==> src/rtl/dma_in_pkg.sv <==
package dma_in_pkg;
    localparam int WORD_W = 32;
    localparam int LANES  = WORD_W / 8;
    localparam int LANE_W = $clog2(LANES);

    // descriptor word offsets (bytes)
    localparam int OFF_NEXT  = 0;
    localparam int OFF_BUF   = 4;
    localparam int OFF_FLAGS = 8;
    localparam int OFF_AFTER = 12;
    localparam int OFF_CTXFL = 4;

    // flag bit positions
    localparam int FL_EOL    = 0;
    localparam int FL_INTR   = 4;
    localparam int FL_IN_EOP = 11;
    localparam int CTX_DIS   = 15;

    typedef enum logic [3:0] {
        S_IDLE, S_RD_NEXT, S_RD_BUF, S_RD_FLAGS, S_RD_AFTER, S_GOT_AFTER,
        S_FILL, S_WB_FLAGS, S_WB_AFTER, S_CTX_RD, S_CTX_WR
    } eng_state_e;
endpackage

==> src/rtl/dma_in_lane.sv <==
module dma_in_lane
    import dma_in_pkg::*;
(
    input  logic [LANE_W-1:0] lane_i,
    input  logic [7:0]        byte_i,
    output logic [LANES-1:0]  be_o,
    output logic [WORD_W-1:0] data_o
);
    generate
        for (genvar l = 0; l < LANES; l++) begin : g_lane
            assign be_o[l]          = (lane_i == LANE_W'(l));
            assign data_o[8*l +: 8] = byte_i;
        end
    endgenerate
endmodule

==> src/rtl/dma_in_intr.sv <==
module dma_in_intr (
    input  logic       fire_i,
    input  logic       eop_i,
    input  logic       dintr_i,
    input  logic [3:0] raw_i,
    output logic [3:0] set_o,
    output logic       upd_o
);
    always_comb begin
        set_o = 4'b0000;
        if (fire_i) set_o = {eop_i, 1'b0, dintr_i, dintr_i};
        upd_o = |(set_o & ~raw_i);
    end
endmodule

==> src/rtl/dma_in_engine.sv <==
module dma_in_engine
    import dma_in_pkg::*;
#(
    parameter int AW = 32
) (
    input  logic          clk,
    input  logic          rst_n,
    input  logic          start_i,
    input  logic [AW-1:0] desc_ptr_i,
    input  logic [AW-1:0] ctx_ptr_i,
    input  logic          in_valid_i,
    input  logic [7:0]    in_data_i,
    input  logic          in_eop_i,
    output logic          in_ready_o,
    output logic          mem_req_o,
    output logic          mem_we_o,
    output logic [AW-1:0] mem_addr_o,
    output logic [3:0]    mem_be_o,
    output logic [31:0]   mem_wdata_o,
    input  logic [31:0]   mem_rdata_i,
    input  logic [3:0]    raw_intr_i,
    output logic [3:0]    intr_set_o,
    output logic          intr_upd_o,
    output logic          eol_o,
    output logic          busy_o
);
    typedef struct packed {
        eng_state_e        state;
        logic [AW-1:0]     desc;
        logic [AW-1:0]     ctx;
        logic [AW-1:0]     nxt;
        logic [AW-1:0]     ptr;
        logic [AW-1:0]     after;
        logic [WORD_W-1:0] flags;
        logic              eop_hit;
        logic              eol;
    } eng_t;

    eng_t eng_d, eng_q;

    logic [LANES-1:0]  lane_be;
    logic [WORD_W-1:0] lane_data;
    logic              fire;
    logic [AW-1:0]     ptr_inc;

    assign ptr_inc = eng_q.ptr + AW'(1);

    dma_in_lane u_lane (
        .lane_i (eng_q.ptr[LANE_W-1:0]),
        .byte_i (in_data_i),
        .be_o   (lane_be),
        .data_o (lane_data)
    );

    dma_in_intr u_intr (
        .fire_i  (fire),
        .eop_i   (eng_q.eop_hit),
        .dintr_i (eng_q.flags[FL_INTR]),
        .raw_i   (raw_intr_i),
        .set_o   (intr_set_o),
        .upd_o   (intr_upd_o)
    );

    always_comb begin
        eng_d       = eng_q;
        in_ready_o  = 1'b0;
        mem_req_o   = 1'b0;
        mem_we_o    = 1'b0;
        mem_addr_o  = eng_q.desc;
        mem_be_o    = '1;
        mem_wdata_o = '0;
        fire        = 1'b0;
        case (eng_q.state)
            S_IDLE: begin
                if (start_i) begin
                    eng_d.desc  = desc_ptr_i;
                    eng_d.ctx   = ctx_ptr_i;
                    eng_d.eol   = 1'b0;
                    eng_d.state = S_RD_NEXT;
                end
            end
            S_RD_NEXT: begin
                mem_req_o   = 1'b1;
                mem_addr_o  = eng_q.desc + AW'(OFF_NEXT);
                eng_d.state = S_RD_BUF;
            end
            S_RD_BUF: begin
                eng_d.nxt   = AW'(mem_rdata_i);
                mem_req_o   = 1'b1;
                mem_addr_o  = eng_q.desc + AW'(OFF_BUF);
                eng_d.state = S_RD_FLAGS;
            end
            S_RD_FLAGS: begin
                eng_d.ptr   = AW'(mem_rdata_i);
                mem_req_o   = 1'b1;
                mem_addr_o  = eng_q.desc + AW'(OFF_FLAGS);
                eng_d.state = S_RD_AFTER;
            end
            S_RD_AFTER: begin
                eng_d.flags = mem_rdata_i;
                mem_req_o   = 1'b1;
                mem_addr_o  = eng_q.desc + AW'(OFF_AFTER);
                eng_d.state = S_GOT_AFTER;
            end
            S_GOT_AFTER: begin
                eng_d.after   = AW'(mem_rdata_i);
                eng_d.eop_hit = 1'b0;
                eng_d.state   = S_FILL;
            end
            S_FILL: begin
                if (eng_q.ptr == eng_q.after) begin
                    eng_d.state = S_WB_FLAGS;
                end else begin
                    in_ready_o = 1'b1;
                    if (in_valid_i) begin
                        mem_req_o   = 1'b1;
                        mem_we_o    = 1'b1;
                        mem_addr_o  = {eng_q.ptr[AW-1:LANE_W], LANE_W'(0)};
                        mem_be_o    = lane_be;
                        mem_wdata_o = lane_data;
                        eng_d.ptr   = ptr_inc;
                        if (ptr_inc == eng_q.after || in_eop_i) begin
                            eng_d.eop_hit = in_eop_i;
                            eng_d.state   = S_WB_FLAGS;
                        end
                    end
                end
            end
            S_WB_FLAGS: begin
                mem_req_o   = 1'b1;
                mem_we_o    = 1'b1;
                mem_addr_o  = eng_q.desc + AW'(OFF_FLAGS);
                mem_wdata_o = eng_q.flags | (WORD_W'(eng_q.eop_hit) << FL_IN_EOP);
                fire        = 1'b1;
                eng_d.state = S_WB_AFTER;
            end
            S_WB_AFTER: begin
                mem_req_o   = 1'b1;
                mem_we_o    = 1'b1;
                mem_addr_o  = eng_q.desc + AW'(OFF_AFTER);
                mem_wdata_o = WORD_W'(eng_q.ptr);
                if (eng_q.flags[FL_EOL]) begin
                    eng_d.state = S_CTX_RD;
                end else begin
                    eng_d.desc  = eng_q.nxt;
                    eng_d.state = S_RD_NEXT;
                end
            end
            S_CTX_RD: begin
                mem_req_o   = 1'b1;
                mem_addr_o  = eng_q.ctx + AW'(OFF_CTXFL);
                eng_d.state = S_CTX_WR;
            end
            S_CTX_WR: begin
                mem_req_o   = 1'b1;
                mem_we_o    = 1'b1;
                mem_addr_o  = eng_q.ctx + AW'(OFF_CTXFL);
                mem_wdata_o = mem_rdata_i | (WORD_W'(1) << CTX_DIS);
                eng_d.eol   = 1'b1;
                eng_d.state = S_IDLE;
            end
            default: eng_d.state = S_IDLE;
        endcase
    end

    always_ff @(posedge clk or negedge rst_n) begin
        if (!rst_n) begin
            eng_q       <= '0;
            eng_q.state <= S_IDLE;
        end else begin
            eng_q <= eng_d;
        end
    end

    assign eol_o  = eng_q.eol;
    assign busy_o = (eng_q.state != S_IDLE);
endmodule

==> config.mk <==
export PLATFORM = sky130hd
export DESIGN_NAME = dma_in_engine
export DESIGN_NICKNAME = d
export VERILOG_FILES = /design/src/rtl/dma_in_pkg.sv /design/src/rtl/dma_in_lane.sv /design/src/rtl/dma_in_intr.sv /design/src/rtl/dma_in_engine.sv
export SDC_FILE = /design/constraint.sdc
export NUM_CORES = 1
export LEC_CHECK = 0
export ABC_AREA = 1
export BUFFER_PORTS_ARGS = -buffer_cell sky130_fd_sc_hd__buf_4
export CAP_MARGIN = 20
export CORE_UTILIZATION = 59
export DETAILED_ROUTE_END_ITERATION = 8
export GPL_TIMING_DRIVEN = 0
export MAX_ROUTING_LAYER = met4
export PLACE_DENSITY = 0.93
export SYNTH_ARGS = -nofsm -noshare
export SYNTH_HDL_FRONTEND = slang
export SYNTH_HIERARCHICAL = 1
export SYNTH_SLANG_ARGS = --single-unit
==> constraint.sdc <==
create_clock -name clk -period 2.7 [get_ports clk]
set_clock_uncertainty 0.05 [all_clocks]
set_input_delay 0.27 -clock clk [delete_from_list [all_inputs] [get_ports clk]]
set_output_delay 0.27 -clock clk [all_outputs]
set_load 0.1 [all_outputs]
==> impl_metrics.tcl, run 1 <==
set metrics [dict create \
    status "stopped before the end" \
    stop_stage "global routing" \
    first-error "[ERROR GRT-0232] Routing congestion too high. Check the congestion heatmap in the GUI." \
    clkSinkCount 198 \
    cts-root-buf "clkbuf_16" \
    synth_warnings 6 \
    clockBufferDepth 2 \
    async_flop_share_pct 100 \
    synth_edf_count 0 \
    syn_area_um2 14200 \
    cts_buffers 17 \
    die_w_um 157 \
    avgSynthCellArea_um2 6.72 \
    fp.dieH_um 157 \
    endpoint_type "output port" \
    grt_max_degree 107 \
    num_rows 56 \
    start_util_pct 60.3 \
    synth_nets 2231 \
    syn_inst 2113 \
    ys.flop_type "dfrtp_1" \
    place_ws_ns -1.21 \
    dp_hpwl_um 44600 \
    io-pin-count 191 \
    io_buffers 179 \
    grt_util_all_layers_pct 75.6 \
    synth.distinct_cells 57 \
    seq_area_frac_synth_pct 34.9 \
    ys_ff_latch 198 \
    overflow 29 \
    gp_congestion 1.09 \
    cts_max_level 4 \
    grt-worst-endpoint "mem_addr_o[28]" \
]
-- layer usage --
layer / overflow / track usage, %
met5: - / -
met4: 14 / 70.9
met3: 0 / 55.9
met2: 12 / 91.6
met1: 3 / 76.7
-- timing repair --
item	4_1_cts
pin swaps	38
hold buffers	27
setup buffers	51
hold endpoints to repair	118
gates cloned	1
setup endpoints to repair	138
resized for setup	295
-- synthesized netlist by cell type, types with 4 or more instances --
master,n,area share [%]
nand2_1,585,15
o21ai_0,232,8.2
inv_1,214,5.7
nor2_1,206,5.4
dfrtp_1,198,35
nand3_1,112,3.9
clkbuf_1,83,2.2
xor2_1,54,3.3
a21oi_1,39,1.4
a31oi_1,37,1.6
buf_4,37,2.0
nor3_1,30,1.1
o22ai_1,29,1.3
nand4_1,26,1.1
a221o_1,20,1.4
o21ai_1,20,0.71
inv_2,18,0.48
o2111ai_1,18,1.1
o21ai_2,13,0.80
nand3b_1,12,0.63
nor2_2,11,0.48
buf_2,10,0.35
a32oi_1,9,0.56
xnor2_1,9,0.56
or2_2,8,0.35
nand2_2,7,0.31
a211oi_1,6,0.32
o211ai_1,6,0.32
ha_1,5,0.44
nor3_2,5,0.35
o221ai_1,5,0.31
buf_6,4,0.32
nor2_4,4,0.32
o21bai_1,4,0.21
-- cell families after synthesis --
family	Yosys count	synth area share, %
buffers and inverters	371	11.1
adder cells (fa/ha/maj)	5	0.441
AO/OA/AOI/OAI	455	19.4
AND/OR/NAND/NOR	1020	30.3
flip-flops	198	34.9
XOR/XNOR	63	3.89
other	1	0.0264
-- per-stage QoR --
step           instance area (µm²)  cells
4_1_cts                      18800   2717
3_5_place_dp                 16400   2612
3_3_place_gp                 16400   2611
2_1_floorplan                14700   2113
==> inputs of run 2 (changes only) <==
- CORE_UTILIZATION: 59 -> 40
- MAX_ROUTING_LAYER: met4 -> default
- PLACE_DENSITY: 0.93 -> default
- PLACE_DENSITY_LB_ADDON: default -> 0.15
==> impl_metrics.tcl, run 2 <==
set metrics [dict create \
    status "complete, but fails checks" \
    failed_checks "setup timing" \
    fp.dieH_um 190 \
    startpoint "eng_q[197]" \
    maxCapViolations 0 \
    place_ws_ns -1.38 \
    final_cell_mix "515 x nand2_1, 267 x buf_4, 217 x o21ai_0, 190 x inv_1, 173 x dfrtp_1" \
    syn_inst 2113 \
    slew_viol_final 0 \
    grt_util_all_layers_pct 36.6 \
    final_layout_size_suffix_gt1_share_pct 34.3 \
    rr_startpoint "eng_q[67]" \
    io_buffers 179 \
    viasPerCell 5.58 \
    use_met2_pct 63.4 \
    hold_violations 0 \
    tightestPinTransition_ns 0.758 \
    synth_warnings 6 \
    dp_hpwl_um 49100 \
    overflow 0 \
    clkSlewWorstSetupHoldPaths_ns 0.09 \
    ff2ff_path_depth 19 \
    grt_pass1_wl_um 97400 \
    relSlewSlack_pct 49.4 \
    min_path_type "in2reg" \
    hold_path_depth 3 \
    finalWorstSetupSlack_ns -0.856 \
    clkSinkCount 198 \
    worstSkewPairLatency_ns 0.47 \
    rr_endpoint "eng_q[194]" \
    post_drt_wl_per_cell_um 22.6 \
    grtUsageMet3_pct 4.10 \
    grt_pass1_vias 16200 \
    num_vias 16700 \
    period_share_pct 132 \
    drt_iter0_drc 1390 \
    async_flop_share_pct 100 \
    area_delta_synth_final_pct 55.2 \
    clockBufferDepth 2 \
    fmax_mhz 281 \
    num_rows 68 \
    die_w_um 190 \
    final_util_pct 63.5 \
    drc_errors 0 \
    synth.distinct_cells 57 \
    fin_tns_setup_ns -37.88 \
    dieArea_um2 36200 \
    regMostFlops "eng_q" \
    synthTopCellsByArea "dfrtp_1 35%, nand2_1 15%, o21ai_0 8.2%" \
    finalSetupViolCount 75 \
    critPathMaxFanout 6 \
    cp_data_arrival_time_ns 3.24 \
    antenna_found_initial 0 \
    r2r_slack_ns -0.01 \
    final_nets 2633 \
    endpoint "mem_addr_o[24]" \
    start_util_pct 40.9 \
    coreArea_um2 34700 \
    cts_max_level 4 \
    synth_nets 2231 \
    cts_tree "yes" \
    design_area_um2 22000 \
    ys.flop_type "dfrtp_1" \
    end_kind "primary output" \
    crit_type "reg2out" \
    avgSynthCellArea_um2 6.72 \
    largest_register_ffs 197 \
    seq_area_frac_synth_pct 34.9 \
    antenna_left 0 \
    synth_common_cells "585 x nand2_1, 232 x o21ai_0, 214 x inv_1" \
    synth_area_leader_cell "dfrtp_1" \
    yosys.area.top_type_share_pct 34.9 \
    gp_congestion 0.983 \
    start_kind "register" \
    cp_data_required_time_ns 2.38 \
    ys_ff_latch 198 \
    layout_commonest_cell "nand2_1" \
    cts_buffers 17 \
    busiest_layer "met2" \
    grt_max_degree 86 \
    fin_crit_ns 3.56 \
    synth_most_common_cell "nand2_1" \
    drtPass1Iterations 7 \
    place_area_um2 16600 \
    syn_area_um2 14200 \
    synth_edf_count 0 \
    use_met1_pct 44.7 \
    rsz0062_at_grt "true" \
    io-pin-count 191 \
    diodes 0 \
    cts-root-buf "clkbuf_16" \
    routed_wl_um 67400 \
]
==> run 2: repair_timing <==
action	4_1_cts	5_1_grt
cloned	11	2
resized for setup	511	232
setup buffers	109	71
hold buffers	33	0
pin swaps	81	85
endpoints found under the hold margin	77	0
setup endpoints to repair	149	124
==> run 2: kinds of logic after synthesis <==
kind of cell               synth area share [%]
adders and majority gates                 0.441
xor gates and xnor gates                   3.89
buffers and inverters                      11.1
other                                    0.0264
and+or+nand+nor                            30.3
DFF                                        34.9
AOI/OAI and AO/OA                          19.4
==> run 2: critical path: stages, from the launching register on <==
cell and delay (ns):
dfrtp_1 0.37, inv_2 0.06, nor2_4 0.18, nand3_4 0.16, buf_12 0.19, buf_12 0.15, buf_4 0.14, o21ai_4 0.21
nand2_4 0.10, nor2_2 0.09, nand4_1 0.15, nor3_2 0.24, nand4_1 0.21, nand3_2 0.16, o2111ai_4 0.14, buf_12 0.21
==> run 2: how the worst min path moves through the flow <==
stage                       to  slack [ns]       startpoint
finish              eng_q[129]        0.02  mem_rdata_i[31]
global route        eng_q[129]        0.04  mem_rdata_i[31]
CTS                 eng_q[129]        0.01  mem_rdata_i[31]
detailed placement  eng_q[132]         0.1            rst_n
global placement    eng_q[131]        0.41       eng_q[131]
floorplan           eng_q[100]       -0.08            rst_n
==> run 2: area by class of cell <==
type	instances	area, µm²
fillers	3061	12700
multi-input cells	1544	9720
flip-flops and latches	198	4990
repair buffers	395	4200
plain buffers	124	967
inverters	235	961
well taps	455	569
clock buffers	17	425
clock inverters	15	211
==> run 2: layer usage <==
metal,vias up,part of all wire [%]
li1,7737,-
met1,7958,40
met2,783,48
met3,175,6.4
met4,0,5.6
met5,-,0
==> run 2: through the flow <==
step	std cells	hold slack (ns)
global placement	2747	0.407
global route	2983	0.0407
detailed placement	2749	0.0987
floorplan	2113	-0.0756
CTS	2924	0.0118
finish	2983	0.0198
Power of run 2 is not shown: default switching activity piles up to over one toggle a cycle in this logic, so the estimate is an artifact.
